`src/rtl/split_timer_pkg.sv`:
```
package split_timer_pkg;
  localparam int SEL_W = 2;

  typedef enum logic [SEL_W-1:0] {
    REG_LO   = 2'd0,
    REG_HI   = 2'd1,
    REG_CTL  = 2'd2,
    REG_NONE = 2'd3
  } reg_sel_e;
endpackage

```
`src/rtl/split_timer_tick.sv`:
```
module split_timer_tick #(
  parameter int TICK_DIV = 200
) (
  input  logic clk,
  input  logic rst_n,
  output logic tick
);
  localparam int PRE_W = (TICK_DIV > 1) ? $clog2(TICK_DIV) : 1;

  generate
    if (TICK_DIV <= 1) begin : g_every
      assign tick = 1'b1;
    end else begin : g_div
      localparam logic [PRE_W-1:0] LAST = PRE_W'(TICK_DIV - 1);
      logic [PRE_W-1:0] pre_q;

      always_ff @(posedge clk or negedge rst_n) begin
        if (!rst_n)            pre_q <= '0;
        else if (pre_q == LAST) pre_q <= '0;
        else                   pre_q <= pre_q + 1'b1;
      end

      assign tick = (pre_q == LAST);

      // ticks are isolated pulses when the divider exceeds one
      assert_tick_gap_R2: assert property (@(posedge clk) disable iff (!rst_n)
        tick |=> !tick);
    end
  endgenerate
endmodule

```
`src/rtl/split_timer_core.sv`:
```
module split_timer_core #(
  parameter int CNT_W = 64
) (
  input  logic             clk,
  input  logic             rst_n,
  input  logic             tick,
  input  logic             lock,
  input  logic             load,
  input  logic [CNT_W-1:0] load_val,
  output logic [CNT_W-1:0] cnt
);
  localparam logic [CNT_W-1:0] ONE = {{(CNT_W-1){1'b0}}, 1'b1};

  logic [CNT_W-1:0] cnt_q;

  // Load beats the increment; the lock only gates the increment.
  function automatic logic [CNT_W-1:0] next_count(
    input logic [CNT_W-1:0] cur,
    input logic             t,
    input logic             lk,
    input logic             ld,
    input logic [CNT_W-1:0] val
  );
    if (ld)            return val;
    else if (t && !lk) return cur + ONE;
    else               return cur;
  endfunction

  always_ff @(posedge clk or negedge rst_n) begin
    if (!rst_n) cnt_q <= '0;
    else        cnt_q <= next_count(cnt_q, tick, lock, load, load_val);
  end

  assign cnt = cnt_q;

  // a load takes effect on its own edge, whatever the tick does
  assert_load_wins_R9: assert property (@(posedge clk) disable iff (!rst_n)
    load |=> (cnt_q == $past(load_val)));
  // locked and not loading means frozen
  assert_frozen_R10: assert property (@(posedge clk) disable iff (!rst_n)
    (!load && lock) |=> $stable(cnt_q));
  // one step per tick, modulo 2^CNT_W
  assert_step_R2: assert property (@(posedge clk) disable iff (!rst_n)
    (!load && !lock && tick) |=> (cnt_q == $past(cnt_q) + ONE));
  // no tick, no change
  assert_quiet_R2: assert property (@(posedge clk) disable iff (!rst_n)
    (!load && !tick) |=> $stable(cnt_q));
endmodule

```
`src/rtl/split_timer_regs.sv`:
```
module split_timer_regs
  import split_timer_pkg::*;
#(
  parameter int BUS_W = 32,
  parameter int CNT_W = 2 * BUS_W
) (
  input  logic             clk,
  input  logic             rst_n,
  input  logic [SEL_W-1:0] addr,
  input  logic             wr_en,
  input  logic             rd_en,
  input  logic [BUS_W-1:0] wdata,
  input  logic [CNT_W-1:0] cnt_in,
  output logic [BUS_W-1:0] rdata,
  output logic             lock,
  output logic             load,
  output logic [CNT_W-1:0] load_val
);
  reg_sel_e         sel;
  logic             rd_lo_evt, rd_hi_evt, rd_ctl_evt;
  logic             wr_lo_evt, wr_hi_evt, wr_ctl_evt;
  logic [BUS_W-1:0] live_lo, live_hi;
  logic [BUS_W-1:0] shadow_q, stage_q, rdata_q;
  logic             stage_ok_q, lock_q;

  // Pick the low half for the load: staged if present, else the live bits.
  function automatic logic [CNT_W-1:0] merge_load(
    input logic [BUS_W-1:0] hi,
    input logic             have_stage,
    input logic [BUS_W-1:0] staged,
    input logic [BUS_W-1:0] live
  );
    return {hi, (have_stage ? staged : live)};
  endfunction

  assign sel        = reg_sel_e'(addr);
  assign live_lo    = cnt_in[BUS_W-1:0];
  assign live_hi    = cnt_in[CNT_W-1:BUS_W];
  assign rd_lo_evt  = rd_en && (sel == REG_LO);
  assign rd_hi_evt  = rd_en && (sel == REG_HI);
  assign rd_ctl_evt = rd_en && (sel == REG_CTL);
  assign wr_lo_evt  = wr_en && (sel == REG_LO);
  assign wr_hi_evt  = wr_en && (sel == REG_HI);
  assign wr_ctl_evt = wr_en && (sel == REG_CTL);

  always_ff @(posedge clk or negedge rst_n) begin
    if (!rst_n) begin
      shadow_q   <= '0;
      stage_q    <= '0;
      stage_ok_q <= 1'b0;
      lock_q     <= 1'b0;
      rdata_q    <= '0;
    end else begin
      if (rd_lo_evt) shadow_q <= live_hi;
      if (rd_en) begin
        case (sel)
          REG_LO:  rdata_q <= live_lo;
          REG_HI:  rdata_q <= shadow_q;
          REG_CTL: rdata_q <= {{(BUS_W-1){1'b0}}, lock_q};
          default: rdata_q <= '0;
        endcase
      end
      if (wr_lo_evt) begin
        stage_q    <= wdata;
        stage_ok_q <= 1'b1;
      end else if (wr_hi_evt) begin
        stage_ok_q <= 1'b0;
      end
      if (wr_ctl_evt) lock_q <= wdata[0];
    end
  end

  assign rdata    = rdata_q;
  assign lock     = lock_q;
  assign load     = wr_hi_evt;
  assign load_val = merge_load(wdata, stage_ok_q, stage_q, live_lo);

  // low read returns live low and snapshots the live high half
  assert_snapshot_R3: assert property (@(posedge clk) disable iff (!rst_n)
    rd_lo_evt |=> (shadow_q == $past(live_hi)) && (rdata_q == $past(live_lo)));
  // only a low read moves the shadow
  assert_shadow_kept_R5: assert property (@(posedge clk) disable iff (!rst_n)
    !rd_lo_evt |=> $stable(shadow_q));
  // high read returns the shadow, not the live half
  assert_hi_from_shadow_R5: assert property (@(posedge clk) disable iff (!rst_n)
    rd_hi_evt |=> (rdata_q == $past(shadow_q)));
  // each low write overwrites the stage
  assert_restage_R7: assert property (@(posedge clk) disable iff (!rst_n)
    wr_lo_evt |=> (stage_q == $past(wdata)) && stage_ok_q);
  // a high write consumes the stage
  assert_stage_used_R8: assert property (@(posedge clk) disable iff (!rst_n)
    wr_hi_evt |=> !stage_ok_q);
  // control read has no side effect on the lock
  assert_ctl_read_R10: assert property (@(posedge clk) disable iff (!rst_n)
    (rd_ctl_evt && !wr_ctl_evt) |=> $stable(lock_q) && (rdata_q[0] == lock_q));
  // read data holds without a read
  assert_rdata_hold_R12: assert property (@(posedge clk) disable iff (!rst_n)
    !rd_en |=> $stable(rdata_q));
endmodule

```
`src/rtl/split_timer64.sv`:
```
module split_timer64
  import split_timer_pkg::*;
#(
  parameter int BUS_W    = 32,
  parameter int TICK_DIV = 200
) (
  input  logic             clk,
  input  logic             rst_n,
  input  logic [SEL_W-1:0] addr,
  input  logic             wr_en,
  input  logic             rd_en,
  input  logic [BUS_W-1:0] wdata,
  output logic [BUS_W-1:0] rdata
);
  localparam int CNT_W = 2 * BUS_W;

  logic             tick, lock, load;
  logic [CNT_W-1:0] load_val, cnt;

  split_timer_tick #(.TICK_DIV(TICK_DIV)) u_tick (
    .clk  (clk),
    .rst_n(rst_n),
    .tick (tick)
  );

  split_timer_core #(.CNT_W(CNT_W)) u_core (
    .clk     (clk),
    .rst_n   (rst_n),
    .tick    (tick),
    .lock    (lock),
    .load    (load),
    .load_val(load_val),
    .cnt     (cnt)
  );

  split_timer_regs #(.BUS_W(BUS_W), .CNT_W(CNT_W)) u_regs (
    .clk     (clk),
    .rst_n   (rst_n),
    .addr    (addr),
    .wr_en   (wr_en),
    .rd_en   (rd_en),
    .wdata   (wdata),
    .cnt_in  (cnt),
    .rdata   (rdata),
    .lock    (lock),
    .load    (load),
    .load_val(load_val)
  );
endmodule

```
`config.mk`:
```
export PLATFORM = sky130hd
export DESIGN_NAME = split_timer64
export DESIGN_NICKNAME = d
export VERILOG_FILES = /design/src/rtl/split_timer_pkg.sv /design/src/rtl/split_timer_tick.sv /design/src/rtl/split_timer_core.sv /design/src/rtl/split_timer_regs.sv /design/src/rtl/split_timer64.sv
export SDC_FILE = /design/constraint.sdc
export NUM_CORES = 1
export LEC_CHECK = 0
export BUFFER_PORTS_ARGS = -buffer_cell sky130_fd_sc_hd__buf_2
export CAP_MARGIN = 20
export CORE_MARGIN = 3
export CORE_UTILIZATION = 54
export CTS_CLUSTER_SIZE = 10
export DETAILED_ROUTE_END_ITERATION = 12
export GPL_ROUTABILITY_DRIVEN = 0
export PLACE_DENSITY = 0.82
export SETUP_SLACK_MARGIN = 0.15
export SLEW_MARGIN = 5
export SYNTH_ARGS = -nofsm -noshare
export SYNTH_HDL_FRONTEND = slang
export SYNTH_SLANG_ARGS = --single-unit
```
`constraint.sdc`:
```
create_clock -name clk -period 2.8 [get_ports clk]
set_clock_uncertainty 0.1 [all_clocks]
set_input_delay 0.28 -clock clk [delete_from_list [all_inputs] [get_ports clk]]
set_output_delay 0.28 -clock clk [all_outputs]
set_load 0.005 [all_outputs]
```
Yosys cells after proc, flatten, opt, wreduce, memory -nomap -nowiden --
Cells that the tools add are included.
Storage, ports and cells: output and inout port bits 32, bits of input ports 38, logic and storage cells 31, register bits 170
Operators by class: add/sub/neg operators 2, equal/unequal tests 4, reduce and logical (&&, ||, !) cells 10, mux-type cells 7
Operators by type and width (count):
- $mux 64 | 2
- $pmux 32 s3 | 1
- $add 64x1->64 const B | 1
- $mux 32 | 1
- $add 8x1->8 const B | 1
- $eq 8x8->1 const B | 1
- $mux 8 | 1
- $logic_and 1x1->1 | 5
- $reduce_bool 2->1 | 2
- $eq 2x1->1 const B | 1
- $eq 2x2->1 const B | 1
- $logic_not 2->1 | 1
- $mux 1 | 2
- $ne 2x1->1 const B | 1
- $reduce_and 2->1 | 1
- $logic_not 1->1 | 1

Depth between registers and ports, before layout --
depth after elaboration 4, depth in mapped cells 8, gate-level depth less buffers 6

Hierarchy --
From an unflattened synthesis, not the netlist that was laid out.
Second synthesis, totals: cell total of the unflattened synthesis 893, area, all modules 9145.0 sq um
By module, submodules not included:
- split_timer_regs | seq. area each 2452.4 sq um, area each 4640.7 sq um, cells an instance 352, instances 1
- split_timer_core | seq. area each 1601.5 sq um, area each 4113.9 sq um, cells an instance 508, instances 1
- split_timer_tick | seq. area each 200.2 sq um, area each 390.4 sq um, cells an instance 33, instances 1

Least setup slack after synthesis --
OpenSTA, ideal clock, no wires.
path type reg-to-reg, from reg u_tick.g_div.pre_q[5], to reg u_core.cnt_q[57], in the netlist u_core.cnt[57], setup slack 18 ps, library setup time 69 ps, path buffers 3, arrival time 2613 ps, data required time 2631 ps, stages on the path, launching flop included 9, clock period less this slack 2782 ps, cells stage by stage dfrtp_1 buf_6 or4b_4 or3_1 buf_2 or4_1 buf_2 or4_1 nand3_1
On the way: cells in the longest elaborated chain, start to end 3
RTL lines:
- from (decl) | RTL line split_timer_tick.sv:15 | logic [PRE_W-1:0] pre_q;
- from (signal assigned) | RTL line split_timer_tick.sv:20 | else pre_q <= pre_q + 1'b1;
- $eq 8x8->1 | RTL line split_timer_tick.sv:23 | assign tick = (pre_q == LAST);
- $logic_and 1x1->1 | RTL line split_timer_core.sv:25 | else if (t && !lk) return cur + ONE;
- $reduce_bool 2->1 (no line)
- to (signal assigned) | RTL line split_timer_core.sv:31 | else cnt_q <= next_count(cnt_q, tick, lock, load, load_val);
- to (decl) | RTL line split_timer_core.sv:14 | logic [CNT_W-1:0] cnt_q;
No other way between the ends. A chain may end at the register's enable or synchronous reset.

Final worst setup path --
from reg u_tick.g_div.pre_q[3], to reg u_core.cnt_q[51], in the netlist u_core.cnt[51]
Same word-level chain as after synthesis.

==> results.sh <==
export IMPL_status="finished clean"
export IMPL_fmax_ghz=0.3768
export IMPL_wl_mm=22.86
export IMPL_ys_warn_count=0
export IMPL_clockPowerShare=0.321
export IMPL_yosys_register_bits=170
export IMPL_post_route_cell_area_um2=10230
export IMPL_ys_flop_type="dfrtp_1"
export IMPL_crit_end="u_core.cnt[51]"
export IMPL_grt_overflow=0
export IMPL_final_common_cell="dfrtp_1"
export IMPL_r2r_slack_ns=0.15
export IMPL_root_buffer="clkbuf_16"
export IMPL_startpoint="u_tick.g_div.pre_q[3]"
export IMPL_vias_per_cell=6.234
export IMPL_layout_min_cycle_time_ns=2.654
export IMPL_seqPwrFrac=0.481
export IMPL_cts_tree="yes"
export IMPL_pre_cts_slack_ns=-0.01742
export IMPL_wire_per_inst_um=19.60
export IMPL_max_stage_delay_ns=0.55
export IMPL_drv_cap=0
export IMPL_path_cells="or4b_4 -> or3_4 -> or4_4 -> or4_4 -> a31oi_1"
export IMPL_clk_path_buf_depth=2
export IMPL_worstSkewPairLatency_ns=0.44
export IMPL_ir_worst_vdd_mv=0.4902
export IMPL_p_leak_nw=4.292
export IMPL_port_buffers=69
export IMPL_first_pass_iters=6
export IMPL_ys_types=55
export IMPL_async_flop_share=1.000
export IMPL_r2r_cells=5
export IMPL_ys_seq_area_frac=0.4979
export IMPL_vias=7269
export IMPL_synth_avg_cell_area_um2=10.16
export IMPL_antenna_cells=0
export IMPL_grt_max_degree=78
export IMPL_drtIter0Drc=656
export IMPL_grt_first_pass_wirelength_mm=37.00
export IMPL_core_um2=15310
export IMPL_start_util=0.5579
export IMPL_row_count=45
export IMPL_cts_buffers=17
export IMPL_rsz0062_at_grt="yes"
export IMPL_synth_edf_count=0
export IMPL_die_y_um=131.8
export IMPL_finalCritPeriodShare=0.9479
export IMPL_crit_type="reg -> reg"
export IMPL_synth_nets=881
export IMPL_startpoint_type="flop"
export IMPL_slew_violations=0
export IMPL_synth_area_um2=8544
export IMPL_hold_violations=0
export IMPL_die_area_um2=17370
export IMPL_syn_inst=841
export IMPL_layout_drive_gt1_share=0.2565
export IMPL_worstReg2RegStart="u_tick.g_div.pre_q[3]"
export IMPL_grtUsageTotal=0.2664
export IMPL_ant_nets=0
export IMPL_worstPathArrival_ns=2.90
export IMPL_syn_to_final_growth_pct=19.71
export IMPL_cp_top_family="simple AND/OR/NAND/NOR gates"
export IMPL_drc=0
export IMPL_crit_top_cell="or4_4"
export IMPL_nNetsFinal=982
export IMPL_antenna_found_initial=0
export IMPL_critPathRequiredTime_ns=3.05
export IMPL_dp_hpwl_mm=15.46
export IMPL_relSlewSlack=0.4806
export IMPL_grt_pass1_vias=7130
export IMPL_pwr_share_comb=0.198
export IMPL_fillers=1191
export IMPL_final_cell_mix="dfrtp_1, mux2_2, buf_2, nor2_1, nand2_1"
export IMPL_fp_dieW_um=131.8
export IMPL_end_kind="flop"
export IMPL_place_area_um2=9271
export IMPL_crit_cells=5
export IMPL_slowest_stage="or4b_4"
export IMPL_setup_viol=0
export IMPL_path_max_fanout=8
export IMPL_min_path_type="in -> reg"
export IMPL_worst_slack_ns=0.1459
export IMPL_io_pins=70
export IMPL_reg2reg_to="u_core.cnt[51]"
export IMPL_clkTransAtPathRegs_ns=0.07
export IMPL_p_switching_mw=2.201
export IMPL_powerDensity_nw_per_um2=695.3
export IMPL_critPathBufInv=0
export IMPL_hold_ws_ns=0.01098
export IMPL_p_sw_frac=0.3095
export IMPL_cts_max_level=4
export IMPL_tightest_slew_ns=0.7792
export IMPL_clock_sinks=170
export IMPL_p_int_mw=4.910
-- Yosys cell counts (12+ instances only) --
cell      number  area (um2)
dfrtp_1      170        4254
mux2_2        72       810.8
nor2_1        64       240.2
nand2_1       58       217.7
clkbuf_1      47       176.4
inv_1         39       146.4
mux2i_1       38       380.4
o22ai_1       35       219.0
nand4_1       32       200.2
nand3_1       29       145.1
a21oi_1       25       125.1
a31oi_1       21       131.4
nor3_1        21       105.1
o21ai_0       21       105.1
nor4_1        17       106.4
and4_1        14       122.6
a311oi_1      12       105.1
or3_1         12       75.07
-- cells by family after synthesis --
family / Yosys count / share of synthesized area
AOI/OAI and AO/OA: 154 / 0.1182
DFF: 170 / 0.4979
xor gates and xnor gates: 9 / 0.009225
muxes: 110 / 0.1394
buffers and inverters: 95 / 0.04408
and+or+nand+nor: 301 / 0.1883
adders and majority gates: 2 / 0.002928
-- flip-flops by register name, indices dropped and copies added, names as in the netlist --
| signal | count |
|---|---|
| u_regs.shadow_q | 32 |
| u_regs.stage_q | 32 |
| u_regs.lock | 1 |
| u_regs.stage_ok_q | 1 |
| u_regs.rdata | 32 |
| u_tick.g_div.pre_q | 8 |
| u_core.cnt | 64 |
-- timing repair --
item	in CTS	in global routing
pin swaps	10	8
setup buffers	4	3
hold buffers	20	1
gates resized for setup	7	16
endpoints found under the hold margin	89	1
setup endpoints to repair	17	30
-- routing by layer --
layer	up-vias	part of all wire	track usage
met1	3619	0.44	0.3649
met2	271	0.47	0.4206
li1	3326	-	-
met4	0	0.027	0.1109
met3	53	0.055	0.05076
met5	-	0	0
-- worst min-delay path by stage --
| stage | start | to | slack (ns) | cells past startpoint |
|---|---|---|---|---|
| floorplan | rst_n | u_core.cnt[0] | -0.12 | 0 |
| global placement | rst_n | u_regs.rdata[8] | 0.24 | 1 |
| detailed placement | rst_n | u_regs.rdata[8] | 0.24 | 1 |
| CTS | wdata[19] | u_regs.stage_q[19] | 0.0008 | 2 |
| global route | wdata[22] | u_regs.stage_q[22] | 0.004 | 2 |
| finish | wdata[19] | u_regs.stage_q[19] | 0.01 | 2 |
-- power by group through the flow --
| stage | clock (mW) | combinational, mW | sequential (mW) |
|---|---|---|---|
| final | 2.28 | 1.41 | 3.42 |
| after detailed placement | 0 | 1.34 | 3.44 |
| after global placement | 0 | 1.29 | 3.42 |
| after floorplan | 0 | 0.942 | 3.28 |
| after CTS | 2.31 | 1.38 | 3.40 |
| after global routing | 2.41 | 1.56 | 3.49 |
-- layout make-up --
type                            instances  area (um2)  area share
Tap cell                              211       264.0     0.02581
Inverter                               39       146.4     0.01431
Sequential cell                       170        4255      0.4160
Clock buffer                           21       460.4     0.04502
Multi-Input combinational cell        576        4048      0.3957
Clock inverter                         11       112.6     0.01101
Timing Repair Buffer                  138       942.2     0.09211
-- per-stage QoR --
stage	cells	power, mW	setup TNS, ns	util
after floorplan	841	4.219	0	-
after global placement	1106	4.703	0	0.6054
after detailed placement	1106	4.782	-0.01742	0.6054
after CTS	1162	7.091	0	0.6600
after global routing	1166	7.463	0	0.6679
final	1166	7.112	0	0.6679
No activity file was read; power rests on OpenSTA's default activity.
